`config.mk`:
```
export PLATFORM = sky130hd
export DESIGN_NAME = serial_char_bridge
export DESIGN_NICKNAME = d
export VERILOG_FILES = /design/src/rtl/scb_pkg.sv /design/src/rtl/scb_char_fifo.sv /design/src/rtl/scb_serial_frame.sv /design/src/rtl/serial_char_bridge.sv
export SDC_FILE = /design/constraint.sdc
export NUM_CORES = 1
export LEC_CHECK = 0
export BUFFER_PORTS_ARGS = -buffer_cell sky130_fd_sc_hd__clkbuf_2
export CORE_MARGIN = 2
export CORE_UTILIZATION = 35
export DETAILED_ROUTE_END_ITERATION = 10
export GPL_ROUTABILITY_DRIVEN = 0
export RECOVER_POWER = 100
export SYNTH_ARGS = -nofsm -noshare
export SYNTH_HDL_FRONTEND = slang
export SYNTH_SLANG_ARGS = --single-unit
```
`constraint.sdc`:
```
create_clock -name clk -period 3.2 [get_ports clk]
set_clock_uncertainty 0.05 [all_clocks]
set_input_delay 0 -clock clk [delete_from_list [all_inputs] [get_ports clk]]
set_output_delay 0 -clock clk [all_outputs]
set_load 0.03 [all_outputs]
```
`src/rtl/scb_pkg.sv`:
```
package scb_pkg;
  localparam logic [3:0] CMD_IDENT = 4'h9;
  localparam logic [3:0] CMD_FETCH = 4'hA;
  localparam logic [3:0] CMD_SEND  = 4'hB;
  localparam logic [3:0] CMD_TXQ   = 4'hC;
  localparam logic [3:0] CMD_RXQ   = 4'hD;
  // reply bits after the command nibble (frame bits 11:0)
  localparam logic [11:0] IDENT_TAIL = 12'h470;
endpackage

```
`src/rtl/scb_char_fifo.sv`:
```
module scb_char_fifo #(
  parameter int DW    = 8,
  parameter int DEPTH = 16,
  localparam int AW   = $clog2(DEPTH)
) (
  input  logic          clk,
  input  logic          rst,
  input  logic          push,
  input  logic [DW-1:0] din,
  input  logic          pop,
  output logic [DW-1:0] dout,
  output logic          full,
  output logic          empty,
  output logic [AW:0]   count
);
  logic [DW-1:0] mem [DEPTH];
  logic [AW-1:0] wr_ptr, rd_ptr;
  logic          do_push, do_pop;

  assign full    = (count == (AW+1)'(DEPTH));
  assign empty   = (count == '0);
  assign do_push = push && !full;
  assign do_pop  = pop && !empty;
  assign dout    = mem[rd_ptr];

  always_ff @(posedge clk) begin
    if (do_push) mem[wr_ptr] <= din;
  end

  always_ff @(posedge clk) begin
    if (rst) begin
      wr_ptr <= '0;
      rd_ptr <= '0;
      count  <= '0;
    end else begin
      if (do_push) wr_ptr <= (wr_ptr == AW'(DEPTH-1)) ? '0 : wr_ptr + 1'b1;
      if (do_pop)  rd_ptr <= (rd_ptr == AW'(DEPTH-1)) ? '0 : rd_ptr + 1'b1;
      case ({do_push, do_pop})
        2'b10:   count <= count + 1'b1;
        2'b01:   count <= count - 1'b1;
        default: count <= count;
      endcase
    end
  end
endmodule

```
`src/rtl/scb_serial_frame.sv`:
```
module scb_serial_frame #(
  parameter int FRAME_W = 16,
  parameter int CMD_W   = 4,
  parameter int CHAR_W  = 8,
  localparam int RW     = FRAME_W - CMD_W,
  localparam int CW     = $clog2(FRAME_W)
) (
  input  logic              clk,
  input  logic              rst,
  input  logic              sel,
  input  logic              stb,
  input  logic              din,
  input  logic [RW-1:0]     reply,
  output logic              dout,
  output logic              decode_pulse,
  output logic [CMD_W-1:0]  cmd_now,
  output logic              done_pulse,
  output logic [CHAR_W-1:0] frame_char
);
  logic [CW-1:0] cnt;
  logic [RW-2:0] sh;
  logic [RW-1:0] sh_next;
  logic [RW-2:0] rep;

  assign sh_next      = {sh, din};
  assign decode_pulse = sel && stb && (cnt == CW'(CMD_W-1));
  assign done_pulse   = sel && stb && (cnt == CW'(FRAME_W-1));
  assign cmd_now      = sh_next[CMD_W-1:0];
  assign frame_char   = sh_next[RW-1 -: CHAR_W];

  always_ff @(posedge clk) begin
    if (rst || !sel) begin
      cnt  <= '0;
      dout <= 1'b0;
      rep  <= '0;
    end else if (stb) begin
      cnt <= done_pulse ? '0 : cnt + 1'b1;
      if (decode_pulse) begin
        dout <= reply[RW-1];
        rep  <= reply[RW-2:0];
      end else if (cnt >= CW'(CMD_W) && cnt <= CW'(FRAME_W-2)) begin
        dout <= rep[RW-2];
        rep  <= {rep[RW-3:0], 1'b0};
      end else begin
        dout <= 1'b0;
      end
    end
  end

  always_ff @(posedge clk) begin
    if (sel && stb) sh <= sh_next[RW-2:0];
  end
endmodule

```
`src/rtl/serial_char_bridge.sv`:
```
module serial_char_bridge
  import scb_pkg::*;
#(
  parameter int CHAR_W = 8,
  parameter int DEPTH  = 16,
  localparam int AW    = $clog2(DEPTH)
) (
  input  logic              clk,
  input  logic              rst,
  input  logic              ser_sel,
  input  logic              ser_stb,
  input  logic              ser_din,
  output logic              ser_dout,
  output logic [CHAR_W-1:0] tx_data,
  output logic              tx_valid,
  input  logic              tx_ready,
  input  logic [CHAR_W-1:0] rx_data,
  input  logic              rx_valid,
  output logic              rx_ready
);
  localparam int FRAME_W = 16;
  localparam int CMD_W   = 4;
  localparam int RW      = FRAME_W - CMD_W;

  logic              decode_pulse, done_pulse;
  logic [CMD_W-1:0]  cmd_now, cmd_q;
  logic [CHAR_W-1:0] frame_char, rx_head;
  logic [RW-1:0]     reply;
  logic              hit_q;
  logic              tx_full, tx_empty, rx_full, rx_empty;
  logic [AW:0]       tx_cnt, rx_cnt;
  logic              tx_push, rx_pop;

  scb_serial_frame #(.FRAME_W(FRAME_W), .CMD_W(CMD_W), .CHAR_W(CHAR_W)) u_frame (
    .clk(clk), .rst(rst), .sel(ser_sel), .stb(ser_stb), .din(ser_din),
    .reply(reply), .dout(ser_dout), .decode_pulse(decode_pulse),
    .cmd_now(cmd_now), .done_pulse(done_pulse), .frame_char(frame_char)
  );

  always_comb begin
    reply = '0;
    case (cmd_now)
      CMD_IDENT: reply = IDENT_TAIL;
      CMD_TXQ:   reply[RW-2] = !tx_full;
      CMD_RXQ:   reply[RW-2] = !rx_empty;
      CMD_FETCH: begin
        reply[RW-1]       = !rx_empty;
        reply[CHAR_W-1:0] = rx_empty ? '0 : rx_head;
      end
      default:   reply = '0;
    endcase
  end

  always_ff @(posedge clk) begin
    if (rst) begin
      cmd_q <= '0;
      hit_q <= 1'b0;
    end else if (decode_pulse) begin
      cmd_q <= cmd_now;
      hit_q <= (cmd_now == CMD_FETCH) && !rx_empty;
    end
  end

  assign tx_push = done_pulse && (cmd_q == CMD_SEND) && !tx_full;
  assign rx_pop  = done_pulse && hit_q;

  scb_char_fifo #(.DW(CHAR_W), .DEPTH(DEPTH)) u_txq (
    .clk(clk), .rst(rst), .push(tx_push), .din(frame_char),
    .pop(tx_ready), .dout(tx_data), .full(tx_full), .empty(tx_empty),
    .count(tx_cnt)
  );

  scb_char_fifo #(.DW(CHAR_W), .DEPTH(DEPTH)) u_rxq (
    .clk(clk), .rst(rst), .push(rx_valid), .din(rx_data),
    .pop(rx_pop), .dout(rx_head), .full(rx_full), .empty(rx_empty),
    .count(rx_cnt)
  );

  assign tx_valid = !tx_empty;
  assign rx_ready = !rx_full;
endmodule

```
; ---- Word-level counts from Yosys, hierarchy flattened
; Memories as Yosys holds them, arrays and structs flattened. A register that Yosys moved wholly into a read port is not among the register bits.
; Index checks and enable logic that the tools add are counted.
[word_totals]
register_bits = 58
mem_bits_rw = 256
inputBits = 15
output_inout_bits = 11
elab_cells = 89
n_memories = 2
[mem_list]
columns = memory, words, word_bits, read_ports, rd_clocked_by_memory_dff, write_ports, line
row1 = u_rxq.mem, 16, 8, 1, 1, 1, scb_char_fifo.sv:16  ; logic [DW-1:0] mem [DEPTH];
row2 = u_txq.mem, 16, 8, 1, 1, 1, scb_char_fifo.sv:16
[classes]
addsub = 9
n_lt_le_gt_ge = 2
n_eq_ne = 17
mux = 23
reduce_logical = 24
[op_table]
columns = operator, count
row1 = 4-bit == test (second input constant), 10
row2 = 4-bit two-way mux, 9
row3 = 11-bit two-way mux, 2
row4 = 4-bit by 1-bit adder with 4-bit output (second input constant), 5
row5 = 5-bit one-hot mux with 2 select lines, 2
row6 = 8-bit one-hot mux with 2 select lines, 1
row7 = 1-bit logical AND, 12
row8 = 5-bit by 1-bit adder with 5-bit output (second input constant), 2
row9 = 5-bit == test (second input constant), 2
row10 = 5-bit zero test, 2
row11 = 5-bit by 1-bit subtractor with 5-bit output (second input constant), 2
row12 = 8-bit two-way mux, 1
row13 = 1-bit two-way mux, 7
row14 = 2-bit nonzero test, 3
row15 = 1-bit zero test, 5
row16 = 2-bit by 1-bit == test with 1-bit output (second input constant), 2
row17 = 2-bit == test (second input constant), 2
row18 = 4-bit by 2-bit == test with 1-bit output (second input constant), 1
row19 = 4-bit by 3-bit >= comparator with 1-bit output (second input constant), 1
row20 = 4-bit less-or-equal comparator (second input constant), 1
row21 = 1-bit one-hot mux with 3 select lines, 1
row22 = 2-bit AND reduction, 1
row23 = 1-bit logical OR, 1

; ---- Depth between registers and ports, before layout
; Gate-level depths: netlist of run 1.
[logic_depth]
word_depth = 7
ltp_mapped = 14
mapped_depth_nobuf = 12

; ---- Modules after synthesis
; Synthesis of run 1 repeated with hierarchy kept, for this count alone.
[unflattened]
cells_unflattened = 724
area_unflattened_um2 = 13346.6
[by_module_without_submodules]
columns = module, instances, cells_per_inst, area_per_inst_um2, seq_area_each_um2
row1 = scb_char_fifo, 2, 297, 5926.9, 4184.0
row2 = scb_serial_frame, 1, 90, 1143.6, 650.6
row3 = serial_char_bridge, 1, 40, 349.1, 100.1

; ---- Worst setup path after synthesis of run 1
; OpenSTA, ideal clock, no wires.
[synth_timing]
kind = register -> register
start = register u_rxq.count[1]
end = register u_rxq.count[4]
setup_ns = 0.123
t_arrival_ns = 2.898
required_ns = 3.027
setup_slack_ns = 0.129
path_stages_with_launch = 14
path_buffers = 2
period_less_slack_ns = 3.071
path_cell_list = dfxtp_1 buf_6 or4_4 o2111ai_4 inv_2 ha_1 clkbuf_1 xor2_1 ha_1 o21a_1 o21ai_0 nand2b_1 a211oi_1 mux2_1
[synth_between]
elab_chain_len = 5
word_cells_on_any_way = 12
classes_between = add/sub: 2 / eq/ne: 3 / mux: 1 / reduce/logical: 6
[synth_lines]
columns = element, line
row1 = from (decl), scb_char_fifo.sv:14  ; output logic [AW:0] count
row2 = from (signal assigned), scb_char_fifo.sv:39  ; 2'b10: count <= count + 1'b1;
row3 = from (signal assigned), scb_char_fifo.sv:40  ; 2'b01: count <= count - 1'b1;
row4 = from (signal assigned), scb_char_fifo.sv:41  ; default: count <= count;
row5 = 5-bit == test / 5-bit zero test (equally long branches), "scb_char_fifo.sv:20, scb_char_fifo.sv:21"
row6 = "1-bit zero test, on equally long branches", "scb_char_fifo.sv:22, scb_char_fifo.sv:23"
row7 = "1-bit logical AND, on equally long branches", "scb_char_fifo.sv:22, scb_char_fifo.sv:23"
row8 = 2-bit by 1-bit == test with 1-bit output / 2-bit == test (equally long branches), scb_char_fifo.sv:38  ; case ({do_push, do_pop})
row9 = 5-bit one-hot mux with 2 select lines / 2-bit nonzero test (equally long branches), -
; Parallel ways exist; a longest one is shown, timed or not.
; A chain may end at the register's enable or synchronous reset.

; ---- Final worst setup path of run 1
[layout_timing]
start = register u_rxq.count[0]
end = register u_rxq.count[4]
; The elaborated chain is that of the path after synthesis.

==> metrics.md, run 1 <==
| Metric | Value |
|---|---|
| Status | `finished, final reports clean` |
| Leak Pwr | `4.69 nW` |
| Largest fanout on the critical path | `5` |
| Post_cts resized | `0` |
| Slew headroom | `a little under a quarter` |
| H-Tree Depth | `2` |
| Root buf cell | `clkbuf_16` |
| Cell Area, Synth | `between 10000 and 15000 um^2` |
| Vias in the first global route | `between 6k and 7k` |
| Final period util | `between 90% and 100%` |
| Yosys cell types | `64` |
| Asr flop ratio synth | `0%` |
| Chip height | `between 150 and 200 um` |
| DP Worst Slack | `202 ps` |
| 1st-iter DRT viols | `361` |
| RSZ-0062 raised after global routing | `no` |
| CP cell instances | `or4_4, o2111ai_4, inv_1, ha_1, xor2_1, ha_1, o21a_1, o21ai_0, nand2b_1, a211oi_1, mux2_1` |
| Max stage delay on crit path | `about 570 ps` |
| Clock Path Buffers | `3` |
| Final WS setup | `around 160 ps` |
| P per Cell Area | `~570 nW/um^2` |
| First-pass GRT wire length | `roughly 38 mm` |
| Post-synth EDFFs | `approximately 270` |
| CTS Sinks | `about 320` |
| Gr ovfl total | `0` |
| Main synth FF type | `edfxtp_1` |
| Buf/Inv on CP | `1` |
| Post-Synthesis Cells | `approximately 760` |
| CP delay by family, top | `compound AO/OA/AOI/OAI gates` |
| CP max stage cell | `or4_4` |
| Initial Util | `between 30% and 40%` |
| WHS | `approximately 130 ps` |
| Hold WC Path Type | `in2reg` |
| Die W | `just under 200 um` |
| # diodes | `0` |
| Layout net count | `roughly 850` |
| Final-report max-slew violation count | `0` |
| # port buffers | `25` |
| Maximum clock rate | `between 0.3 and 0.4 GHz` |
| Final setup vio count | `0` |
| CTS Buf Count | `34` |
| Ports | `26` |
| Synth Net Count | `slightly below 800` |
| Die Area | `38900 um^2` |
| Layout area overhead | `13.0%` |
| Worst-path clk slew | `60 ps` |
| Routed WL per cell | `between 15 and 20 um` |
| Clk_lat worst skew | `around 520 ps` |
| Commonest non-fill, non-tap cell in the layout | `edfxtp_1` |
| Synthesis warning total | `0` |
| CTS tree | `done` |
| CP Launch Type | `register` |
| Slew @ Worst Pin | `roughly 1100 ps` |
| Final Hold Viols | `0` |
| DP HPWL | `~15 mm` |
| Sequential area share after synthesis | `between 60 and 70%` |
| # DRC | `0` |
| Crit path arrival time | `3380 ps` |
| Overall Power | `0.00836 W` |
| Critical path class | `reg2reg` |
| Req. time, crit path | `about 3500 ps` |
| Share of post-route cells with drive strength above 1 | `roughly 16%` |
| First-pass DRT Iterations | `4` |
| Maxcap violations | `0` |
| Yosys reg bits | `about 320` |
| Aggregate global-route resource usage | `between 10 and 15%` |
| Initial antenna violation count | `0` |
| Mean Syn Cell Area | `roughly 17 um^2` |
| Core Util, Final | `between 40% and 50%` |
| Via density per instance | `slightly above 5` |
| Pin count of the biggest net entering global routing | `38` |
| ANT nets after route | `0` |
| Crit path top cell by count | `ha_1` |
| Final wirelength | `between 20 and 25 mm` |
| Core ar. | `between 30000 and 40000 um^2` |
| Post-layout min period | `around 3000 ps` |
| Most frequent cells in the layout | `edfxtp_1, mux4_2, dfxtp_1` |
| Vias | `about 6.6k` |
| Peak supply drop | `approximately 570 uV` |
| Setup TNS | `0 ps` |
| Cell Rows | `70` |
| Worst Setup End Kind | `register` |
[area by class of cell]
| cell class | instances | area, um^2 |
|---|---|---|
| timing repair buffer | 57 | 340 |
| inverter | 10 | 37.5 |
| fill | 3314 | 21900 |
| multi-input combinational | 386 | 3650 |
| tap | 468 | 586 |
| clock buffer | 41 | 897 |
| clock inverter | 19 | 131 |
| sequential | 322 | 9120 |
[repair_timing]
action | CTS | global route
setup buffers | 0 | 0
endpoints found under the hold margin | 143 | 0
hold buffers | 13 | 0
[sequential cells by signal, summed over array words and instances, names as in the netlist, named ones only]
name and flops:
cmd_q 4, u_frame.rep 11, u_txq.mem 128, u_txq.rd_ptr 4
u_rxq.mem 128, u_txq.count 5, u_rxq.rd_ptr 4, u_rxq.count 5
hit_q 1, u_frame.cnt 4, u_frame.dout 1, u_frame.sh 11
u_rxq.wr_ptr 4, u_txq.wr_ptr 4
[cells by family after synthesis]
logic type	Yosys count	synth area share, %
xor+xnor	15	1.01
compound gates	93	4.77
mux	79	13.3
buf+inv	49	2.03
fa+ha+maj	20	1.92
simple gates	179	7.14
flops	322	69.8
[where the power goes]
group	internal (W)	switching, W
Clock	0.00208	0.00155
Combinational	0.0000526	0.0000899
Sequential	0.00455	0.0000269
Total	0.00669	0.00167
[metal layers]
metal / GRT usage (%) / part of all wire (%)
met1: 17.1 / 47
met4: 3.09 / 1.5
met5: 0 / 0
met2: 20.9 / 48
met3: 2.58 / 3.6
[final timing paths]
path	startpoint	endpoint	slack [ps]	cells after the start
min	rst	u_txq.wr_ptr[3]	130	2
max reg2reg	u_rxq.count[0]	u_rxq.count[4]	160	11
max	u_rxq.count[0]	u_rxq.count[4]	160	11
min reg2reg	cmd_q[2]	cmd_q[2]	410	2
[synthesized netlist by cell type (2+ instances only)]
library cell / n / area, um^2
edfxtp_1: 267 / 8020
mux4_2: 60 / 1350
dfxtp_1: 55 / 1100
nand2_1: 49 / 184
nor2_1: 43 / 161
a21oi_1: 28 / 140
o21ai_0: 21 / 105
ha_1: 20 / 250
nand3_1: 19 / 95.1
clkbuf_1: 15 / 56.3
xor2_1: 15 / 131
mux4_1: 12 / 315
a22oi_1: 11 / 82.6
and2_1: 11 / 68.8
buf_2: 10 / 50.1
nand2b_1: 10 / 62.6
and3_1: 8 / 50.1
inv_1: 8 / 30.0
nor2b_1: 7 / 43.8
nor3_1: 7 / 35.0
buf_1: 5 / 18.8
mux2i_1: 5 / 50.1
a211oi_1: 4 / 30.0
a31oi_1: 4 / 25.0
buf_4: 4 / 30.0
nand3b_1: 4 / 30.0
or3_1: 4 / 25.0
a21boi_0: 3 / 22.5
a21o_1: 3 / 22.5
o211ai_1: 3 / 22.5
buf_6: 2 / 22.5
buf_8: 2 / 30.0
inv_2: 2 / 7.51
nand3_2: 2 / 20.0
nand4b_1: 2 / 17.5
nor3b_1: 2 / 15.0
o21ai_1: 2 / 10.0
o31ai_1: 2 / 15.0
[through the flow]
step                      cell area, um^2  std cells
after floorplan                     13100        757
after global placement              13700       1230
after detailed placement            13700       1230
after CTS                           14900       1303
after global routing                14800       1303
final                               14800       1303
Note: power is estimated with default switching activity, not from simulation.
==> run 2, diff against run 1 <==
ABC_AREA = 1   (was default)
CORE_ASPECT_RATIO = 1.5   (was default)
PLACE_DENSITY = 0.5   (was default)
==> metrics.md, run 2 <==
| Metric | Value |
|---|---|
| Status | `finished, final reports clean` |
| Main synth FF type | `edfxtp_1` |
| Die W | `165 um (-16%)` |
| Synth area leaders | `edfxtp_1, dfxtp_1, nand2_1` |
| Commonest non-fill, non-tap cell in the layout | `edfxtp_1` |
| Initial Util | `35.4% (-0.18 points)` |
| Setup Buffers After CTS | `0 (unchanged)` |
| Setup TNS | `0 ps (unchanged)` |
| Max stage delay on crit path | `490 ps (-80 ps)` |
| Initial antenna violation count | `0 (unchanged)` |
| Root buf cell | `clkbuf_16` |
| Layout net count | `1373 (+62%)` |
| Worst Setup End Kind | `output port` |
| CP Launch Type | `register` |
| Yosys top cell by area | `edfxtp_1` |
| Largest fanout on the critical path | `39 (+34)` |
| ANT nets after route | `0 (unchanged)` |
| Layout area overhead | `13.5%` |
| CP cell instances | `buf_4, clkbuf_2, o21ai_0, o21ai_0, o211ai_1, nand2_1, clkbuf_1` |
| Mean Syn Cell Area | `10.6 um^2 (-39%)` |
| Final setup vio count | `0 (unchanged)` |
| Cell Area, Synth | `13600 um^2 (+4.2%)` |
| Peak supply drop | `439 uV (-23%)` |
| Chip height | `245 um (+25%)` |
| CTS tree | `done` |
| Cell Rows | `88 (+26%)` |
| First-pass GRT wire length | `50.7 mm (+33%)` |
| R2R Setup Slk | `490 ps (+330 ps)` |
| Hold bufs inserted after CTS | `14 (+1)` |
| Final Hold Viols | `0 (unchanged)` |
| H-Tree Depth | `2 (unchanged)` |
| Hold Crit Start | `ser_din` |
| Hold path depth | `2 (unchanged)` |
| Most numerous cell in the Yosys netlist | `edfxtp_1` |
| Crit path arrival time | `2690 ps (-690 ps)` |
| Gr ovfl total | `0 (unchanged)` |
| Synth top area share | `58.9% (-2.5 points)` |
| Core ar. | `38400 um^2 (+4.7%)` |
| Reg2reg path depth | `7 (-4)` |
| Pin count of the biggest net entering global routing | `65 (+71%)` |
| RSZ-0062 raised after global routing | `no` |
| Die Area | `40500 um^2 (+4.2%)` |
| CTS Sinks | `322 (unchanged)` |
| Req. time, crit path | `3150 ps (-390 ps)` |
| Routed WL per cell | `17.8 um (-2.8%)` |
| Most frequent cells after synthesis | `edfxtp_1, nand2_1, nor2_1` |
| Buf/Inv on CP | `3 (+2)` |
| Via density per instance | `4.83 (-4.0%)` |
| 1st-iter DRT viols | `554 (+53%)` |
| CTS Buf Count | `34 (unchanged)` |
| FILL cells | `3735 (+13%)` |
| Maximum clock rate | `0.365 GHz (+11%)` |
| Most frequent cells in the layout | `edfxtp_1, nand2_1, nor2_1` |
| First-pass DRT Iterations | `7 (+3)` |
| Final wirelength | `33.1 mm (+39%)` |
| CP delay by family, top | `buffers and inverters` |
| DP Worst Slack | `549 ps (+347 ps)` |
| Largest regs | `u_rxq.mem: 128 flops, u_txq.mem: 128 flops` |
| # port buffers | `25 (unchanged)` |
| Post-layout min period | `2740 ps (-295 ps)` |
| Maxcap violations | `0 (unchanged)` |
| Leak Pwr | `5.75 nW (+23%)` |
| P per Cell Area | `664 nW/um^2 (+17%)` |
| Critical path class | `reg2out` |
| Asr flop ratio synth | `0% (unchanged)` |
| Final-report max-slew violation count | `0 (unchanged)` |
| DP HPWL | `22.1 mm (+46%)` |
| Yosys cell types | `34 (-47%)` |
| CP max stage cell | `clkbuf_2` |
| Ports | `26 (unchanged)` |
| Synthesis warning total | `0 (unchanged)` |
| Clock Path Buffers | `3 (unchanged)` |
| Final period util | `85.7% (-9.2 points)` |
| Clk_lat worst skew | `540 ps (+20 ps)` |
| # DRC | `0 (unchanged)` |
| Slew headroom | `19.2% (-4.1 points)` |
| Share of post-route cells with drive strength above 1 | `5.79% (-10 points)` |
| Synth Net Count | `1324 (+67%)` |
| Critical R2R Capture | `u_frame.rep[0]` |
| R2r startpoint | `u_frame.cnt[1]` |
| Worst-path clk slew | `60 ps (about the same)` |
| Final WS setup | `458 ps (+295 ps)` |
| Vias | `8979 (+37%)` |
| Slew @ Worst Pin | `1210 ps (+69.6 ps)` |
| Post-Synthesis Cells | `1289 (+70%)` |
| Hold WC Path Type | `in2reg` |
| Hold EP | `u_frame.sh[0]` |
| Post-synth EDFFs | `267 (unchanged)` |
| Aggregate global-route resource usage | `16.7% (+4.1 points)` |
| Vias in the first global route | `8948 (+36%)` |
| Yosys reg bits | `322 (unchanged)` |
| Sequential area share after synthesis | `67.0% (-2.8 points)` |
| Crit path top cell by count | `o21ai_0` |
| Post_cts resized | `0 (unchanged)` |
| # diodes | `0 (unchanged)` |
[run 2: cell count changes after synthesis, sizes merged, moves of 11 or more]
cell,change
mux4,-72
o211ai,+29
inv,+142
nor2,+113
and2,-11
nand3,+114
o21ai,+85
clkbuf,+13
nand2,+187
[run 2: stage by stage]
stage | total power (W) | hold WS (ps) | cell area, um^2 | util (%) | instances
after global placement | 0.00659 | 260 | 14300 | 37.3 | 1783
after floorplan | 0.00594 | 48.9 | 13600 | - | 1289
after detailed placement | 0.00661 | 255 | 14300 | 37.3 | 1783
after global routing | 0.0107 | 338 | 15400 | 40.2 | 1859
after CTS | 0.0104 | 255 | 15600 | 40.5 | 1859
final | 0.0103 | 344 | 15400 | 40.2 | 1859
[run 2: area by class of cell]
| type | instances | area (um^2) | share of cell area, % |
|---|---|---|---|
| Sequential cell | 322 | 9120 | 59.1 |
| Multi-Input combinational cell | 760 | 3640 | 23.5 |
| Clock buffer | 42 | 902 | 5.84 |
| Tap cell | 495 | 619 | 4.01 |
| Inverter | 153 | 577 | 3.74 |
| Timing Repair Buffer | 67 | 412 | 2.67 |
| Clock inverter | 20 | 174 | 1.13 |
[run 2: where the power goes]
| part | total (W) | switching (W) | leakage (nW) | internal (W) |
|---|---|---|---|---|
| sequential | 0.00476 | 0.000147 | 2.86 | 0.00462 |
| combinational | 0.00170 | 0.00119 | 2.37 | 0.000507 |
| clock | 0.00379 | 0.00161 | 0.523 | 0.00218 |
| total | 0.0103 | 0.00295 | 5.75 | 0.00731 |
[run 2: worst max path at each step]
stage,startpoint,end,slack [ps],cells after the start
6_report,register,tx_data[6],460,7
2_1_floorplan,u_txq.count[0],u_txq.count[4],840,15
3_3_place_gp,u_frame.cnt[1],u_rxq.count[4],580,16
4_1_cts,u_frame.cnt[1],u_rxq.count[4],540,16
3_5_place_dp,u_frame.cnt[1],u_rxq.count[4],550,16
5_1_grt,u_frame.cnt[0],u_frame.rep[0],210,7
[run 2: cell families after synthesis]
kind of cell             Yosys count  synth area share [%]
buffers and inverters            207                  5.97
adder cells (fa/ha/maj)           20                  1.84
AO/OA/AOI/OAI                    185                  7.54
AND/OR/NAND/NOR                  542                  16.8
XOR/XNOR                          13                 0.837
flip-flops                       322                  67.0
[run 2: worst reg2reg max path, stage by stage (launching register included)]
cell and delay [ps]:
dfxtp_1 400, ha_1 200, nand3_1 150, nor2_1 590
inv_4 170, nor3_2 660, nand3_1 260, a21oi_2 160
[run 2: per-layer routing]
layer	vias up	GRT usage (%)	part of all wire [%]
li1	4461	-	-
met1	4307	17.1	37
met2	149	33.0	56
met3	62	2.48	3.0
met4	0	6.47	3.6
met5	-	0	0
